===== config.mk =====
export PLATFORM = sky130hd
export DESIGN_NAME = erase_seq
export DESIGN_NICKNAME = d
export VERILOG_FILES = /design/src/rtl/erase_pkg.sv /design/src/rtl/erase_mem.sv /design/src/rtl/erase_status.sv /design/src/rtl/erase_seq.sv
export SDC_FILE = /design/constraint.sdc
export NUM_CORES = 1
export LEC_CHECK = 0
export BUFFER_PORTS_ARGS = -buffer_cell sky130_fd_sc_hd__buf_2
export CORE_ASPECT_RATIO = 0.9
export CORE_UTILIZATION = 50
export DETAILED_ROUTE_END_ITERATION = 12
export GPL_TIMING_DRIVEN = 0
export PLACE_DENSITY = 0.67
export SYNTH_ARGS = -nofsm -noshare
export SYNTH_HDL_FRONTEND = slang
export SYNTH_SLANG_ARGS = --single-unit

===== constraint.sdc =====
create_clock -name clk -period 6.8 [get_ports clk]
set_input_delay 0.68 -clock clk [delete_from_list [all_inputs] [get_ports clk]]
set_output_delay 0.68 -clock clk [all_outputs]
set_load 0.05 [all_outputs]

===== src/rtl/erase_pkg.sv =====
`timescale 1ns/1ps
package erase_pkg;
    typedef enum logic [2:0] {
        S_IDLE, S_SCAN, S_PREP, S_PVER, S_ERS, S_EVER, S_SUSP, S_FAIL
    } seq_st_e;

    localparam logic [7:0] CMD_SUSPEND = 8'hB0;
    localparam logic [7:0] CMD_RESUME  = 8'h30;
endpackage


===== src/rtl/erase_mem.sv =====
`timescale 1ns/1ps
module erase_mem #(
    parameter int NUM_SECT   = 4,
    parameter int SECT_WORDS = 4,
    parameter int DATA_W     = 16,
    localparam int SC_W      = $clog2(NUM_SECT),
    localparam int SW_W      = $clog2(SECT_WORDS),
    localparam int ADDR_W    = SC_W + SW_W,
    localparam int DEPTH     = NUM_SECT * SECT_WORDS
) (
    input  logic              clk,
    input  logic              host_we,
    input  logic [ADDR_W-1:0] host_addr,
    input  logic [DATA_W-1:0] host_wdata,
    input  logic              prog_go,
    input  logic              erase_go,
    input  logic              stuck,
    input  logic [SC_W-1:0]   op_sect,
    input  logic [SW_W-1:0]   op_word,
    output logic [DATA_W-1:0] host_rdata,
    output logic [DATA_W-1:0] op_rdata
);
    logic [DATA_W-1:0] cell_q [DEPTH];

    // Array contents survive reset, so an aborted erase leaves its traces.
    always_ff @(posedge clk) begin
        if (host_we)
            cell_q[host_addr] <= cell_q[host_addr] & host_wdata;
        if (prog_go)
            cell_q[{op_sect, op_word}] <= '0;
        if (erase_go) begin
            for (int w = 0; w < SECT_WORDS; w++) begin
                if (!(stuck && w == 0))
                    cell_q[{op_sect, SW_W'(w)}] <= '1;
            end
        end
    end

    assign host_rdata = cell_q[host_addr];
    assign op_rdata   = cell_q[{op_sect, op_word}];
endmodule


===== src/rtl/erase_status.sv =====
`timescale 1ns/1ps
module erase_status (
    input  logic clk,
    input  logic rst_n,
    input  logic busy,
    input  logic rd_en,
    output logic toggle
);
    logic tog_d, tog_q;

    always_comb begin
        tog_d = tog_q;
        if (!busy)
            tog_d = 1'b0;
        else if (rd_en)
            tog_d = ~tog_q;
    end

    always_ff @(posedge clk or negedge rst_n) begin
        if (!rst_n) tog_q <= 1'b0;
        else        tog_q <= tog_d;
    end

    assign toggle = tog_q;

    // each status read while busy flips the toggle bit
    p_toggle_flips_r6: assert property (@(posedge clk) disable iff (!rst_n)
        (busy && rd_en) |=> (toggle != $past(toggle)));
endmodule


===== src/rtl/erase_seq.sv =====
`timescale 1ns/1ps
module erase_seq
    import erase_pkg::*;
#(
    parameter int NUM_SECT   = 4,
    parameter int SECT_WORDS = 4,
    parameter int DATA_W     = 16,
    parameter int PROG_CYC   = 3,
    parameter int ERASE_CYC  = 5,
    parameter int MAX_RETRY  = 2,
    localparam int SC_W      = $clog2(NUM_SECT),
    localparam int SW_W      = $clog2(SECT_WORDS),
    localparam int ADDR_W    = SC_W + SW_W,
    localparam int CNT_MAX   = (PROG_CYC > ERASE_CYC) ? PROG_CYC : ERASE_CYC,
    localparam int CNT_W     = $clog2(CNT_MAX + 1),
    localparam int RT_W      = $clog2(MAX_RETRY + 2)
) (
    input  logic                clk,
    input  logic                rst_n,
    input  logic [ADDR_W-1:0]   addr,
    input  logic                host_we,
    input  logic [DATA_W-1:0]   host_wdata,
    input  logic                rd_en,
    output logic [DATA_W-1:0]   rd_data,
    input  logic                start_sect,
    input  logic [NUM_SECT-1:0] sect_sel,
    input  logic                start_chip,
    input  logic [NUM_SECT-1:0] prot_mask,
    input  logic                cmd_valid,
    input  logic [7:0]          cmd_code,
    input  logic                inject_stuck,
    output logic                ready,
    output logic                suspended,
    output logic                err
);
    typedef struct packed {
        seq_st_e             st;
        seq_st_e             ret;
        logic                chip;
        logic [NUM_SECT-1:0] tgt;
        logic [SC_W:0]       sect;
        logic [SW_W-1:0]     word;
        logic [CNT_W-1:0]    cnt;
        logic [RT_W-1:0]     retry;
        logic                err;
    } ctl_t;

    ctl_t ctl_d, ctl_q;
    logic prog_go, erase_go, working, toggle;
    logic [DATA_W-1:0] arr_rdata, op_rdata, stat_word;

    assign working = (ctl_q.st == S_SCAN) || (ctl_q.st == S_PREP) || (ctl_q.st == S_PVER)
                  || (ctl_q.st == S_ERS)  || (ctl_q.st == S_EVER);

    always_comb begin
        ctl_d    = ctl_q;
        prog_go  = 1'b0;
        erase_go = 1'b0;
        if (working && !ctl_q.chip && cmd_valid && cmd_code == CMD_SUSPEND) begin
            ctl_d.ret = ctl_q.st;
            ctl_d.st  = S_SUSP;
        end else begin
            unique case (ctl_q.st)
                S_IDLE: begin
                    if (start_chip || start_sect) begin
                        ctl_d.chip = start_chip;
                        ctl_d.tgt  = (start_chip ? '1 : sect_sel) & ~prot_mask;
                        ctl_d.sect = '0;
                        ctl_d.st   = S_SCAN;
                    end
                end
                S_SCAN: begin
                    if (ctl_q.sect == (SC_W+1)'(NUM_SECT)) begin
                        ctl_d.st = S_IDLE;
                    end else if (ctl_q.tgt[ctl_q.sect[SC_W-1:0]]) begin
                        ctl_d.word  = '0;
                        ctl_d.cnt   = '0;
                        ctl_d.retry = '0;
                        ctl_d.st    = S_PREP;
                    end else begin
                        ctl_d.sect = ctl_q.sect + 1'b1;
                    end
                end
                S_PREP: begin
                    if (ctl_q.cnt == CNT_W'(PROG_CYC - 1)) begin
                        prog_go   = 1'b1;
                        ctl_d.cnt = '0;
                        ctl_d.st  = S_PVER;
                    end else begin
                        ctl_d.cnt = ctl_q.cnt + 1'b1;
                    end
                end
                S_PVER: begin
                    if (op_rdata != '0) begin
                        if (ctl_q.retry == RT_W'(MAX_RETRY)) begin
                            ctl_d.err = 1'b1;
                            ctl_d.st  = S_FAIL;
                        end else begin
                            ctl_d.retry = ctl_q.retry + 1'b1;
                            ctl_d.st    = S_PREP;
                        end
                    end else begin
                        ctl_d.retry = '0;
                        if (ctl_q.word == SW_W'(SECT_WORDS - 1)) begin
                            ctl_d.word = '0;
                            ctl_d.st   = S_ERS;
                        end else begin
                            ctl_d.word = ctl_q.word + 1'b1;
                            ctl_d.st   = S_PREP;
                        end
                    end
                end
                S_ERS: begin
                    if (ctl_q.cnt == CNT_W'(ERASE_CYC - 1)) begin
                        erase_go   = 1'b1;
                        ctl_d.cnt  = '0;
                        ctl_d.word = '0;
                        ctl_d.st   = S_EVER;
                    end else begin
                        ctl_d.cnt = ctl_q.cnt + 1'b1;
                    end
                end
                S_EVER: begin
                    if (op_rdata != '1) begin
                        if (ctl_q.retry == RT_W'(MAX_RETRY)) begin
                            ctl_d.err = 1'b1;
                            ctl_d.st  = S_FAIL;
                        end else begin
                            ctl_d.retry = ctl_q.retry + 1'b1;
                            ctl_d.st    = S_ERS;
                        end
                    end else if (ctl_q.word == SW_W'(SECT_WORDS - 1)) begin
                        ctl_d.sect = ctl_q.sect + 1'b1;
                        ctl_d.st   = S_SCAN;
                    end else begin
                        ctl_d.word = ctl_q.word + 1'b1;
                    end
                end
                S_SUSP: begin
                    if (cmd_valid && cmd_code == CMD_RESUME)
                        ctl_d.st = ctl_q.ret;
                end
                S_FAIL: ctl_d.st = S_FAIL;
                default: ctl_d.st = S_IDLE;
            endcase
        end
    end

    always_ff @(posedge clk or negedge rst_n) begin
        if (!rst_n) begin
            ctl_q     <= '0;
            ctl_q.st  <= S_IDLE;
            ctl_q.ret <= S_IDLE;
        end else begin
            ctl_q <= ctl_d;
        end
    end

    erase_mem #(
        .NUM_SECT(NUM_SECT), .SECT_WORDS(SECT_WORDS), .DATA_W(DATA_W)
    ) i_mem (
        .clk(clk),
        .host_we(host_we && ctl_q.st == S_IDLE),
        .host_addr(addr),
        .host_wdata(host_wdata),
        .prog_go(prog_go),
        .erase_go(erase_go),
        .stuck(inject_stuck),
        .op_sect(ctl_q.sect[SC_W-1:0]),
        .op_word(ctl_q.word),
        .host_rdata(arr_rdata),
        .op_rdata(op_rdata)
    );

    erase_status i_stat (
        .clk(clk), .rst_n(rst_n), .busy(!ready), .rd_en(rd_en), .toggle(toggle)
    );

    always_comb begin
        stat_word    = '0;
        stat_word[6] = toggle;
        stat_word[5] = ctl_q.err;
    end

    assign ready     = (ctl_q.st == S_IDLE) || (ctl_q.st == S_SUSP);
    assign suspended = (ctl_q.st == S_SUSP);
    assign err       = ctl_q.err;
    assign rd_data   = ready ? arr_rdata : stat_word;

    // a start taken while idle makes the block busy on the next edge
    p_busy_after_start_r3: assert property (@(posedge clk) disable iff (!rst_n)
        (ready && !suspended && (start_sect || start_chip)) |=> !ready);
    // the polling bit reads 0 whenever the block is busy
    p_poll_low_r6: assert property (@(posedge clk) disable iff (!rst_n)
        !ready |-> !rd_data[7]);
    // a suspend during a chip erase never pauses it
    p_no_susp_chip_r9: assert property (@(posedge clk) disable iff (!rst_n)
        (ctl_q.chip && !ready && cmd_valid && cmd_code == CMD_SUSPEND) |=> !suspended);
    // the fault flag holds until reset and the retry count stays bounded
    p_err_sticky_r11: assert property (@(posedge clk) disable iff (!rst_n)
        err |=> (err && !ready));
    p_retry_bound_r11: assert property (@(posedge clk) disable iff (!rst_n)
        ctl_q.retry <= RT_W'(MAX_RETRY));
endmodule


# Yosys cells after proc, flatten, opt, wreduce, memory -nomap -nowiden
# Memory sizes are Yosys's and may differ from the RTL's.
# Cells that the tools add are included.
# Widths: inputs -> output; s select.
totals:
  latch_bits: 0
  mem_bits_ro: 0
  inputBits: 44
  word_cells: 145
  mem_count: 1
  regBits: 23
  ram_bits: 256
  out_inout_bits: 19
mem_list:
  columns: ["memory", "words", "word_bits", "rd", "rd_clocked_by_memory_dff", "write_ports", "line", "source"]
  rows:
  - ["i_mem.cell_q", 16, 16, 2, 0, 4, "erase_mem.sv:23", "logic [DATA_W-1:0] cell_q [DEPTH];"]
op_classes:
  n_lt_le_gt_ge: 1
  shifts: 0
  addsub: 4
  mul: 0
  bitwise_logic: 5
  div: 0
  n_eq_ne: 32
  muxes: 63
  n_reduce_logical: 29
op_table:
  columns: ["cell", "count"]
  rows:
  - ["$mux 3", 18]
  - ["$mux 16", 3]
  - ["$reduce_or 16->1", 2]
  - ["$pmux 3 s8", 1]
  - ["$mux 1", 22]
  - ["$eq 3x3->1 const B", 6]
  - ["$pmux 3 s3", 2]
  - ["$and 16x16->16", 1]
  - ["$ne 16x16->1 const B", 1]
  - ["$reduce_bool 16->1", 1]
  - ["$mux 2", 7]
  - ["$mux 4", 3]
  - ["$ne 2x2->1 const B", 6]
  - ["$mux 10", 1]
  - ["$ne 2x1->1 const B", 5]
  - ["$eq 3x2->1 const B", 3]
  - ["$ne 3x1->1 const B", 3]
  - ["$reduce_bool 3->1", 3]
  - ["$eq 8x6->1 const B", 1]
  - ["$eq 8x8->1 const B", 1]
  - ["$ne 4x1->1 const B", 2]
  - ["$pmux 2 s4", 1]
  - ["$reduce_and 4->1", 2]
  - ["$reduce_and 8->1", 1]
  - ["other kinds (24)", 38]

# Depth between registers and ports, before layout
depth:
  ltp_word: 14
  depth_mapped: 12
  ltp_nobuf: 10

# Hierarchy
# Synthesis repeated with hierarchy kept, for this count alone.
unflattened:
  cells_unflattened: 1311
  area_unflattened_um2: 15459.8
by_module_without_submodules:
  columns: ["mod", "cells_per_inst", "area_each_um2", "n_inst", "seq_area_each_um2"]
  rows:
  - ["erase_mem", 1109, 13668.1, 1, 5124.9]
  - ["erase_seq", 199, 1751.7, 1, 550.5]
  - ["erase_status", 3, 40.0, 1, 25.0]

# Least setup slack after synthesis
# OpenSTA, ideal clock, no wires.
synth_timing:
  kind: "input-to-output"
  start: "input port addr[0]"
  end: "output port rd_data[5]"
  setup_slack_ns: 3.288
  arrival_time_ns: 2.832
  required_time_ns: 6.120
  path_buffers: 3
  cell_stages: 6
  cell_sequence: "clkbuf_1 buf_2 buf_2 mux4_2 mux4_2 mux2_2"
synth_via:
  elab_chain_cells: 2
synth_lines:
  columns: ["item", "line", "source"]
  rows:
  - ["from (decl)", "erase_seq.sv:20", "input logic [ADDR_W-1:0] addr,"]
  - ["$mem_v2 16x16", null, null]
  - ["$mux 16", "erase_seq.sv:188", "assign rd_data = ready ? arr_rdata : stat_word;"]
  - ["to (decl)", "erase_seq.sv:24", "output logic [DATA_W-1:0] rd_data,"]
# Every way passes these cells.

# Final worst setup path
layout_timing:
  start: "register ctl_q[7] in the netlist's numbering"
  end: "register ctl_q[21] in the netlist's numbering"
layout_via:
  elab_chain_cells: 5
  elab_cells_between_ends: 11
  classes_between: "eq/ne: 3; mux: 5; reduce/logical: 2; memory: 1"
layout_lines:
  columns: ["item", "line", "source"]
  rows:
  - ["from (decl)", "erase_seq.sv:48", "ctl_t ctl_d, ctl_q;"]
  - ["from (signal assigned)", "erase_seq.sv:155", "ctl_q <= ctl_d;"]
  - ["$mem_v2 16x16 / $eq 2x2->1 (equally long branches)", null, null]
  - ["$ne 16x16->1 (tied with other cells)", "erase_seq.sv:124", "if (op_rdata != '1) begin"]
  - ["$mux 3, on equally long branches", "erase_seq.sv:124, erase_seq.sv:94", null]
  - ["$pmux 3 s8", "erase_seq.sv:63", "unique case (ctl_q.st)"]
  - ["$mux 3", "erase_seq.sv:59", "if (working && !ctl_q.chip && cmd_valid && cmd_code == CMD_SUSPEND) begin"]
# Parallel ways exist; a longest one is shown, timed or not.
# A chain may end at the register's enable or synchronous reset.

==> summary.md <==
| Metric | Value |
|---|---|
| H-tree levels | `1` |
| Asr flop ratio synth | `0.08244` |
| Vias in the first global route | `approximately 12k` |
| Total CTS buffers | `30` |
| IO Port Bufs | `59` |
| Setup TNS | `0 ps` |
| Vias | `between 10k and 15k` |
| Power Density | `between 400 and 500 nW/µm²` |
| P&R area growth vs syn | `12.23%` |
| Cell internal pwr | `4.584 mW` |
| Final core occ | `0.5741` |
| Total Routing Usage GR | `0.3666` |
| Final min period | `5188 ps` |
| Post-synthesis sequential area ratio | `0.3968` |
| Clk pwr share | `0.225` |
| Commonest cells after routing, fill and taps aside | `nand2_1 (291), dfxtp_1 (256), o211ai_1 (240)` |
| Antenna cell count | `0` |
| Slew Limit Fails | `0` |
| Final WL | `approximately 53000 µm` |
| Cell Rows | `58` |
| Worst slew pin tran | `1225 ps` |
| Critical path cell sequence | `clkbuf_1 > clkbuf_1 > mux4_2 > a221oi_1 > nand2_1 > nor3_1 > a311oi_1 > a221o_1 > o31a_1` |
| IO Count | `63` |
| R2R Setup Slk | `between 1500 and 2000 ps` |
| Fmax | `192.8 MHz` |
| Skew-Pair Late Insertion Delay | `590 ps` |
| Seq pwr share | `0.389` |
| Most frequent cell on the critical path | `clkbuf_1` |
| Kind of end point of the critical path | `flop` |
| First-pass GRT wire length | `between 70000 and 80000 µm` |
| CTS tree | `done` |
| RSZ-0062 raised after global routing | `no` |
| Final Hold Fails | `0` |
| RePlAce Congestion | `1.050` |
| Area of the multi-input gates | `8041 µm²` |
| PostCTS Resize Cnt | `0` |
| DRT Pass-1 Iters | `6` |
| Layout Nets | `1551` |
| Relative slew slack | `0.1834` |
| Largest stage delay on the critical path | `920 ps` |
| Combinational share of power | `0.386` |
| Die W | `approximately 180 µm` |
| Synth Register Bits | `279` |
| Kind of critical path | `flop to flop` |
| LEAKAGE | `5.843 nW` |
| R2R Path End | `ctl_q[21]$_DFFE_PN0P_` |
| Final Cell Area | `16120 µm²` |
| Post-Syn Instances | `~1.4k` |
| Outcome | `finished, final reports clean` |
| Die area | `29420 µm²` |
| Total grt overflow | `0` |
| Fillers | `about 2.5k` |
| Required @ worst endpoint | `7260 ps` |
| CTS root buf | `clkbuf_16` |
| CP Launch Type | `flop` |
| Commonest non-fill, non-tap cell in the layout | `nand2_1` |
| R2R cell count | `9` |
| # setup viols final | `0` |
| Hold Crit Class | `input pin to async pin` |
| Placeable Area | `28080 µm²` |
| Critical Path Slowest Stage Cell | `clkbuf_1` |
| Largest net degree at the start of global routing | `24` |
| Cell Area, Placed | `15110 µm²` |
| Synth warnings | `0` |
| Predominant post-synthesis flop cell | `dfxtp_1` |
| Clock Tree Buf Depth | `3` |
| CP Max Fanout | `10` |
| Crit path DAT | `5650 ps` |
| Worst r2r src | `ctl_q[7]$_DFFE_PN0P_` |
| Post-synth net total | `between 1k and 1.5k` |
| Initial antenna violation count | `0` |
| Routed len/inst | `about 28 µm` |
| Number of DRC markers in iteration 0 | `1864` |
| Layout cells sized above 1 | `0.1817` |
| DP Cell Count | `1825` |
| Sink Count | `279` |
| Post-DRT Antenna Nets | `0` |
| Die H | `approximately 160 µm` |
| Via-per-instance ratio | `~7.0` |
| Finished Layout Cells | `1879` |
| Sw frac | `0.3861` |
| Number of flops mapped to enable cells by yosys | `0` |
| Seq. cell area | `5700 µm²` |
| Period utilization | `0.7629` |
| # Post-CTS Setup Buffers | `0` |
| Skew final | `about 21 ps` |
| Clk slew on worst S/H paths | `70 ps` |
| Peak supply drop | `0.2546 mV` |
| Post-Syn Area | `between 10000 and 15000 µm²` |
| NetSw | `2.883 mW` |
| Syn avg cell area | `10.22 µm²` |
| Initial Util | `0.5116` |
| Maxcap violations | `0` |
| Placed wire-length estimate | `40840 µm` |
| # hold bufs at CTS | `0` |
| DRC | `0` |
| Synth cell types | `65` |
[worst max-delay path, delay by kind of cell, from the launching register on]
| family | cells | cell delay [ps] |
|---|---|---|
| compound gates | 4 | 1610 |
| buf+inv | 2 | 1840 |
| flops | 1 | 690 |
| mux | 1 | 440 |
| simple gates | 2 | 470 |
[per-layer routing]
layer | part of all wire | vias up | GRT usage | routed length, µm
met5 | 0 | - | 0 | 0
met4 | 0.059 | 0 | 0.1740 | 3138
met2 | 0.42 | 968 | 0.5397 | 22470
li1 | - | 5524 | - | -
met1 | 0.41 | 6521 | 0.5181 | 21910
met3 | 0.11 | 221 | 0.07357 | 5865
[cell type report]
cell class              count  area share
clock inverters            13    0.008148
inverters                  16    0.003725
well taps                 360     0.02794
multi-input cells         970      0.4987
plain buffers             141     0.03554
clock buffers              41     0.05409
flip-flops and latches    279      0.3535
repair buffers             59     0.01831
[cell usage after synthesis (all sizes together) (4+ instances only)]
master | count | share of area
nand2b | 6 | 0.0026
o31ai | 9 | 0.0047
dfrtp | 23 | 0.040
buf | 18 | 0.0078
o211ai | 240 | 0.13
a21oi | 8 | 0.0028
a31oi | 4 | 0.0017
nor2b | 9 | 0.0039
a22oi | 11 | 0.0057
inv | 15 | 0.0039
ha | 10 | 0.0087
mux4 | 136 | 0.21
clkbuf | 123 | 0.032
nand3 | 22 | 0.0077
dfxtp | 256 | 0.36
mux2 | 5 | 0.0039
and2 | 35 | 0.015
nand2 | 291 | 0.076
a221oi | 13 | 0.0079
a22o | 13 | 0.0079
nor3 | 7 | 0.0028
o21ai | 35 | 0.012
mux2i | 24 | 0.017
nor2 | 40 | 0.010
or2 | 4 | 0.0017
[flip-flops by register name, summed over array words and instances (netlist names)]
name / count
i_mem.cell_q: 256
ctl_q: 21
err: 1
i_stat.toggle: 1
[cell families (layout without fill, tap and decap cells)]
logic type               Yosys count  in the layout  share of synthesized area
AND/OR/NAND/NOR                  434            434                     0.1313
AO/OA/AOI/OAI                    360            360                     0.1844
flip-flops                       279            279                     0.3968
multiplexers                     165            165                     0.2341
buffers and inverters            157            270                    0.04407
adder cells (fa/ha/maj)           10             10                   0.008709
XOR/XNOR                           1              1                  0.0006097
[power groups by stage]
stage / sequential (mW) / combinational (mW) / clock, mW
3_3_place_gp: 2.87 / 2.76 / 0
4_1_cts: 2.88 / 2.82 / 1.67
6_report: 2.90 / 2.88 / 1.68
2_1_floorplan: 2.68 / 2.11 / 0
3_5_place_dp: 2.91 / 2.80 / 0
5_1_grt: 2.96 / 3.07 / 1.74
[metrics by stage]
| stage | hold WS, ps | worst slack (ps) | total power, mW |
|---|---|---|---|
| 5_1_grt | 138.2 | 1556 | 7.766 |
| 6_report | 95.25 | 1612 | 7.467 |
| 4_1_cts | 110.6 | 1875 | 7.367 |
| 3_3_place_gp | 475.7 | 1885 | 5.632 |
| 3_5_place_dp | 476.6 | 1885 | 5.710 |
| 2_1_floorplan | 384.4 | 3288 | 4.788 |
[worst max path at each step]
stage / from / to / slack (ps) / cells after the start
after floorplan: addr[0] / rd_data[5] / 3290 / 6
after global placement: ctl_q[7]$_DFFE_PN0P_ / ctl_q[21]$_DFFE_PN0P_ / 1890 / 9
after detailed placement: ctl_q[7]$_DFFE_PN0P_ / ctl_q[21]$_DFFE_PN0P_ / 1880 / 9
after CTS: ctl_q[7]$_DFFE_PN0P_ / ctl_q[21]$_DFFE_PN0P_ / 1870 / 9
after global routing: ctl_q[7]$_DFFE_PN0P_ / ctl_q[21]$_DFFE_PN0P_ / 1560 / 9
final: ctl_q[7]$_DFFE_PN0P_ / ctl_q[21]$_DFFE_PN0P_ / 1610 / 9
Note: power is estimated with default switching activity, not from simulation.
